==> src/rtl/dr_done_detect.sv <==
module dr_done_detect #(
  parameter int W = 8
) (
  input  logic         clk,
  input  logic         rst,
  input  logic [W-1:0] rail_hi,
  input  logic [W-1:0] rail_lo,
  output logic         done,
  output logic [W-1:0] word,
  output logic         illegal
);

  logic [W-1:0] present;
  logic         all_in;
  logic         none_in;

  assign present = rail_hi | rail_lo;
  assign all_in  = &present;
  assign none_in = ~|present;

  always_ff @(posedge clk) begin
    if (rst)          done <= 1'b0;
    else if (all_in)  done <= 1'b1;
    else if (none_in) done <= 1'b0;
  end

  assign word    = done ? rail_hi : '0;
  assign illegal = |(rail_hi & rail_lo);

  a_r1_reset: assert property (@(posedge clk) rst |=> !done);
  a_r3_rise: assert property (@(posedge clk) disable iff (rst)
    all_in |=> done);
  a_r4_fall: assert property (@(posedge clk) disable iff (rst)
    none_in |=> !done);
  a_r5_hold: assert property (@(posedge clk) disable iff (rst)
    (!all_in && !none_in) |=> $stable(done));
  a_r6_word: assert property (@(posedge clk) disable iff (rst)
    (done && !illegal) |-> ((word & rail_lo) == '0));

endmodule

==> config.mk <==
export PLATFORM = sky130hd
export DESIGN_NAME = dr_done_detect
export DESIGN_NICKNAME = d
export VERILOG_FILES = /design/src/rtl/dr_done_detect.sv
export SDC_FILE = /design/constraint.sdc
export NUM_CORES = 1
export LEC_CHECK = 0
export BUFFER_PORTS_ARGS = -buffer_cell sky130_fd_sc_hd__buf_2
export CAP_MARGIN = 30
export CELL_PAD_IN_SITES_DETAIL_PLACEMENT = 2
export CELL_PAD_IN_SITES_GLOBAL_PLACEMENT = 2
export CORE_UTILIZATION = 13
export CTS_BUF_LIST = sky130_fd_sc_hd__clkbuf_8 sky130_fd_sc_hd__clkbuf_16
export DETAILED_ROUTE_END_ITERATION = 8
export GPL_ROUTABILITY_DRIVEN = 0
export GPL_TIMING_DRIVEN = 0
export HOLD_SLACK_MARGIN = 0.12
export PLACE_DENSITY = 0.74
export SLEW_MARGIN = 15
export SYNTH_ARGS = -nofsm -noshare
export SYNTH_HDL_FRONTEND = slang
export SYNTH_SLANG_ARGS = --single-unit
==> constraint.sdc <==
create_clock -name clk -period 1.5 [get_ports clk]
set_input_delay 0.075 -clock clk [delete_from_list [all_inputs] [get_ports clk]]
set_output_delay 0.075 -clock clk [all_outputs]
set_load 0.03 [all_outputs]
==> results.txt, run 1 <==
The number of nets produced by synthesis is 46. The time the worst path needs with I/O delays and setup is between 900 and 1000 ps. Each instance of the synthesized netlist takes up on average around 7.6 um2. Of the total synthesized cell area, the portion taken by XOR and XNOR cells is 0.

The startpoint identified for the worst register-to-register timing path is done$_SDFFE_PP0P_. The number of cells on the worst reg-to-reg path is 1. The number of filler cells placed in the layout came out at a little under 200. STA classifies the critical path endpoint as a register. After global routing the overflow that remains totals 0. Sorting the synthesized cells by area gives the leading types as and2_1 (24%), nor4_2 (24%), a22oi_1 (14%). The worst path buffer plus inverter count is 1. The antenna diode count came out at 0. In this run the number of cells on the critical path is 4. The flow ran to the end, and the final reports show no timing, DRC or antenna violations. In the synthesized netlist, the number of instances is 28. In this run the most critical hold path is launched from rst.

The number of design-rule violations left by the first detailed-router iteration came out at 5. The worst hold path terminates at done$_SDFFE_PP0P_. Entering global routing, the biggest net connects 11 pins. The data required time of the worst path is around 1400 ps. In this run the vertical extent of the chip is approximately 42 um. The fraction of layout cells with a size suffix above 1 is 0.564. The multiplexer area fraction after synthesis came out at 0.

The area added between synthesis and finish came out at 72.9%. Dividing the detail-routed via count by the number of cells gives between 4 and 5. The final worst clock skew is 0 ps. The largest registers in the layout are done (1).

In this run the static leakage power is around 0.18 nW. The cell type with the highest aggregate area in the netlist is and2_1. The sequential area share after synthesis is 0.0941. The library cells used most frequently in the layout, excluding fill and tap cells, are buf_2 (27), and2_1 (8), a22oi_1 (4), nor4_2 (4). The number of flip-flops in the largest register is 1. Ranked by flip-flop count, first place goes to done. Data on the critical path arrives at its endpoint at slightly below 900 ps. The simple-gate share of the synthesized area came out at 0.612. The stage delay of the slowest cell on the critical path came out at about 270 ps. The category of the critical setup timing path is input port to register. The total of hold buffers inserted after clock tree synthesis came out at 0. The combined area of the multi-input logic cells came out at roughly 190 um2. The count of max-cap constraint violations came out at 0. The number of nets at the end of the flow is between 70 and 80.

The library cell used most frequently in the layout, excluding fill and tap cells, is buf_2. The final number of hold-violating endpoints came out at 0. The top-level port count is 28. The Yosys warning count is 0. The number of cells on the worst hold path came out at 3.

The post-DP HPWL came out at around 800 um. The average routed wire per standard cell came out at between 10 and 15 um. The final instance area came out at around 370 um2.

The starting density of the core came out at 0.140. The pre-antenna-repair detailed-routing pass consisted of 4 iterations. In this design, the largest share of critical-path delay is due to simple AND/OR/NAND/NOR gates. The headroom to the max-slew limit came out at 0.813. The power after layout is about 0.14 mW.

The tightest min-delay check is of the input port to register type. The adder-cell share of the synthesized area is 0. The via count of the first global-routing pass came to between 300 and 400. The synthesis-stage register bit count is 1. The highest attainable clock frequency is 1010 MHz.

The count of input and output buffers came out at 27. The floorplan die width came out at 42.5 um. Across the VDD grid, the largest voltage drop is between 0.15 and 0.2 mV. In this run the critical register-to-register path is captured at done$_SDFFE_PP0P_.

The slew at the pin closest to its max-slew limit came out at around 280 ps. The proportion of netlist area held by the largest area contributor came out at 0.235. Setup violations remaining at the end of the flow were counted as 0. The initial antenna violation count came to 0. The via count of the routed design is between 300 and 400. The overall fraction of global-route tracks in use is 0.0987. Clock latency on the worst-skew pair, taken at its later pin, is 0 ps. The register cell area after layout came out at around 20 um2.

The clock slew at the register clock pins of the worst setup and hold paths came out at 0 ps. Along the worst path, the maximum fanout reaches 4. The first-pass GRT wire length is 1.48 mm. STA classifies the critical path startpoint as an input port. The count of nets left with antenna violations once routing finished came out at 0.

In this run, distinct cell masters in the synthesized netlist total 10. For this design the ratio of total power to cell area is approximately 370 nW/um2. The number of setup buffers added after CTS came out at 0. The floorplan step defined a die boundary enclosing roughly 1800 um2. The initialized floorplan defines 14 standard-cell rows.

The fraction of the cycle the final worst path needs is 0.659. The setup TNS is 0 ps. The residual DRC count came out at 0. Setup repair after global routing left no endpoint under its margin. The max-slew violation count is 0. Once placement finished, the instance area stood at about 370 um2.

In this run the register-to-register setup slack is around 760 ps. The signal on the critical path passes through buf_2 > nor4_2 > nand4_1 > a32o_1. The total wire length is around 930 um.

The post-cts gate resize count is 0. The share of the synthesized area in compound gates (AO/OA/AOI/OAI) is 0.276. The combinational family with the most area after synthesis is simple AND/OR/NAND/NOR gates. On the critical path, the stage with the largest delay is an instance of nor4_2.

In this run the cell area of the synthesized design comes to 213 um2. The total area inside the core boundary comes to approximately 1500 um2.
-- tightest hold or removal path, cell delays in order --
cell	delay, ps
buf_2	100
inv_1	40
a32o_1	150
-- per-layer routing --
layer	track usage	wire length, um	vias up
li1	-	-	168
met1	0.126	420	162
met2	0.191	454	15
met3	0.00431	51	0
met4	0	0	0
met5	0	0	-
-- synth_stat cells --
master,instances
nor4_1,1
o22ai_1,3
nor2_1,3
nor4_2,4
and2_1,8
a22oi_1,4
a32o_1,1
dfxtp_1,1
nand4_1,2
inv_1,1
-- metrics by stage --
step	cells	utilization	setup WS, ps	hold slack, ps
4_1_cts	71	0.241	490	423
6_report	71	0.241	511	414
5_1_grt	71	0.241	429	443
2_1_floorplan	28	-	501	275
3_5_place_dp	71	0.241	500	422
3_3_place_gp	71	0.241	499	414
-- cell type report --
class | count | share of cell area
sequential | 1 | 0.0544
timing repair buffer | 27 | 0.367
multi-input combinational | 26 | 0.514
inverter | 1 | 0.0102
tap | 16 | 0.0544
-- where the power goes --
group,switching [mW],internal (mW),leakage (nW)
Sequential,0.00415,0.0291,0.00818
Combinational,0.0631,0.0407,0.175
Clock,0,0,0
Total,0.0672,0.0698,0.183
-- cell families (layout without fill, tap and decap cells) --
logic type / after synthesis / after routing
buffers and inverters: 1 / 28
DFF: 1 / 1
and+or+nand+nor: 18 / 18
AOI/OAI and AO/OA: 8 / 8
-- how the worst max path moves through the flow --
stage                      start           endpoint  slack (ps)
4_1_cts               rail_hi[4]  done$_SDFFE_PP0P_         490
5_1_grt               rail_hi[4]  done$_SDFFE_PP0P_         430
3_5_place_dp          rail_hi[4]  done$_SDFFE_PP0P_         500
2_1_floorplan  done$_SDFFE_PP0P_            word[0]         500
6_report              rail_hi[4]  done$_SDFFE_PP0P_         510
3_3_place_gp          rail_hi[4]  done$_SDFFE_PP0P_         500
Note: power is estimated with default switching activity, not from simulation.
==> inputs of run 2 (changes only) <==
CORE_UTILIZATION = 11   (was 13)
PLACE_DENSITY = 0.66   (was 0.74)
clock period = 0.8 ns   (was 1.5 ns; I/O delays follow)
==> results.txt, run 2 (same netlist as run 1, synthesis figures left out) <==
The run finished, with violations left. The checks that failed: negative setup slack. The smallest clock period supported by the final layout is computed as 914 ps.

For this block, the routed nets add up to 1.09 mm of wire. The combinational fraction of design power came out at 0.803. The endpoint type of the worst setup path is a register. The starting density of the core came out at 0.121. The power after layout is between 0.3 and 0.4 mW.

The clock slew at the register clock pins of the worst setup and hold paths came out at 0 ps. The endpoint arrival time on the critical path is about 800 ps. The first routing iteration left 0 violations.

The average routed wire per standard cell is ~13 um. The first global-routing pass estimated around 1.6 mm of wire. The via density per instance came out at approximately 4.4.

The reported net switching power is 0.143 mW. In this run the tightest slew margin relative to its limit is 0.828. The most common library cell in the layout ignoring fill and taps is buf_2. The fraction of layout cells with a size suffix above 1 came out at 0.750.

The data required time of the worst path is 680 ps. The final worst-path setup slack is -114 ps. The top-level port count came out at 28. At the later pin of the worst-skew pair, clock insertion delay measures 0 ps. In the final layout, the registers with the most flip-flops are done (1).

Setup repair after global routing could not meet its margin everywhere. The antenna diode count came out at 0. The max-slew violation count is 0. By startpoint and endpoint, the worst setup path is classified as input port to register. Once detailed placement completed, the half-perimeter wirelength came to 883 um. The residual DRC count came out at 0. The largest net degree at the start of global routing came out at 11. The area added between synthesis and finish came out at 131%. In the finished design, the share of the clock period the worst path needs comes to 1.14. The antenna violation net count after detailed routing came out at 0.

For this run, the detailed router's first-pass iteration total came to 1. The final number of hold-violating endpoints is 0. In this run the power density over the cells is approximately 640 nW/um2. The die footprint is 2110 um2. In this run the worst hold path is classified as input port to register.

In the layout the commonest cells are buf_2 (18), and2_2 (8), buf_6 (6). The via count of the routed design is around 360. The final setup violation count came out at 1. The via count of the first global-routing pass came out at approximately 330. The highest attainable clock frequency came out at approximately 1100 MHz. The floorplan die width came out at roughly 46 um.

The count of max-cap constraint violations is 0. The core area is ~1800 um2. The number of flip-flops in the largest register is 1.

The worst slack on hold paths is between 300 and 400 ps. The launching element type of the critical path is an input port. The height of the die is 46.0 um. The site row count is 15.

Of the total power, registers draw 0.197. The register with the highest flop count is done. The initial antenna violation count is 0. The switching power share of the total came out at 0.454. The global-route congestion overflow total came out at 0. The slew at the pin closest to its max-slew limit came out at 255 ps. The worst setup timing slack at the placement stage is -188 ps. The design internal power is between 0.15 and 0.2 mW. The maximum fanout encountered on the critical timing path is 4.

The clock network fraction of total power came out at 0. The count of input and output buffers is 27. The number of nets at the end of the flow came out at 76.

The final worst clock skew is 0 ps. In the global route stage, overall resource usage came out at 0.101. The leakage power of the design is approximately 0.22 nW. The peak ir drop on the vdd network is 0.298 mV.
-- run 2: cell types whose count changed in the layout (fill, tap and decap cells not counted), sizes merged --
cell and delta:
buf +1
-- run 2: power groups by stage --
stage | clock, mW | sequential, mW | combinational [mW]
finish | 0 | 0.0619 | 0.253
global route | 0 | 0.0640 | 0.272
global placement | 0 | 0.0636 | 0.197
detailed placement | 0 | 0.0636 | 0.201
floorplan | 0 | 0.0670 | 0.0891
CTS | 0 | 0.0637 | 0.245
-- run 2: routing by layer --
layer	global-route usage	wire length, um	vias to the layer above
met5	0	0	-
met4	0	0	0
met3	0.0119	92	0
met2	0.189	564	17
met1	0.129	431	167
li1	-	-	171
-- run 2: final timing paths --
| path | cells after the start | slack (ps) | endpoint | from |
|---|---|---|---|---|
| setup / recovery | 4 | -110 | done$_SDFFE_PP0P_ | rail_hi[0] |
| hold / removal | 3 | 380 | done$_SDFFE_PP0P_ | rst |
| setup reg to reg | 1 | 100 | done$_SDFFE_PP0P_ | done$_SDFFE_PP0P_ |
| hold reg to reg | 1 | 580 | done$_SDFFE_PP0P_ | done$_SDFFE_PP0P_ |
-- run 2: critical path, stage by stage --
cell     delay [ps]
buf_2           130
nor4_2          230
nand4_1         120
a32o_1          270
-- run 2: layout make-up --
type	instances	area, um2
inverter	1	3.75
fill	215	1270
sequential	1	23.8
timing repair buffer	28	203
tap	25	31.3
multi-input combinational	26	230
-- run 2: what timing repair did --
action | 4_1_cts | 5_1_grt
endpoints found under the hold margin | 0 | 0
endpoints found under the setup margin | 2 | 10
resized for setup | 18 | 6
setup buffers | 1 | 0
pin swaps | 6 | 2
hold buffers | 0 | 0
-- run 2: per-stage QoR --
stage               instance area [um2]  utilization  TNS, ps  instances
global route                        492        0.279     -164         81
CTS                                 474        0.269     -124         81
floorplan                           224            -        0         28
finish                              492        0.279     -114         81
detailed placement                  390        0.221     -190         80
global placement                    390        0.221     -177         80
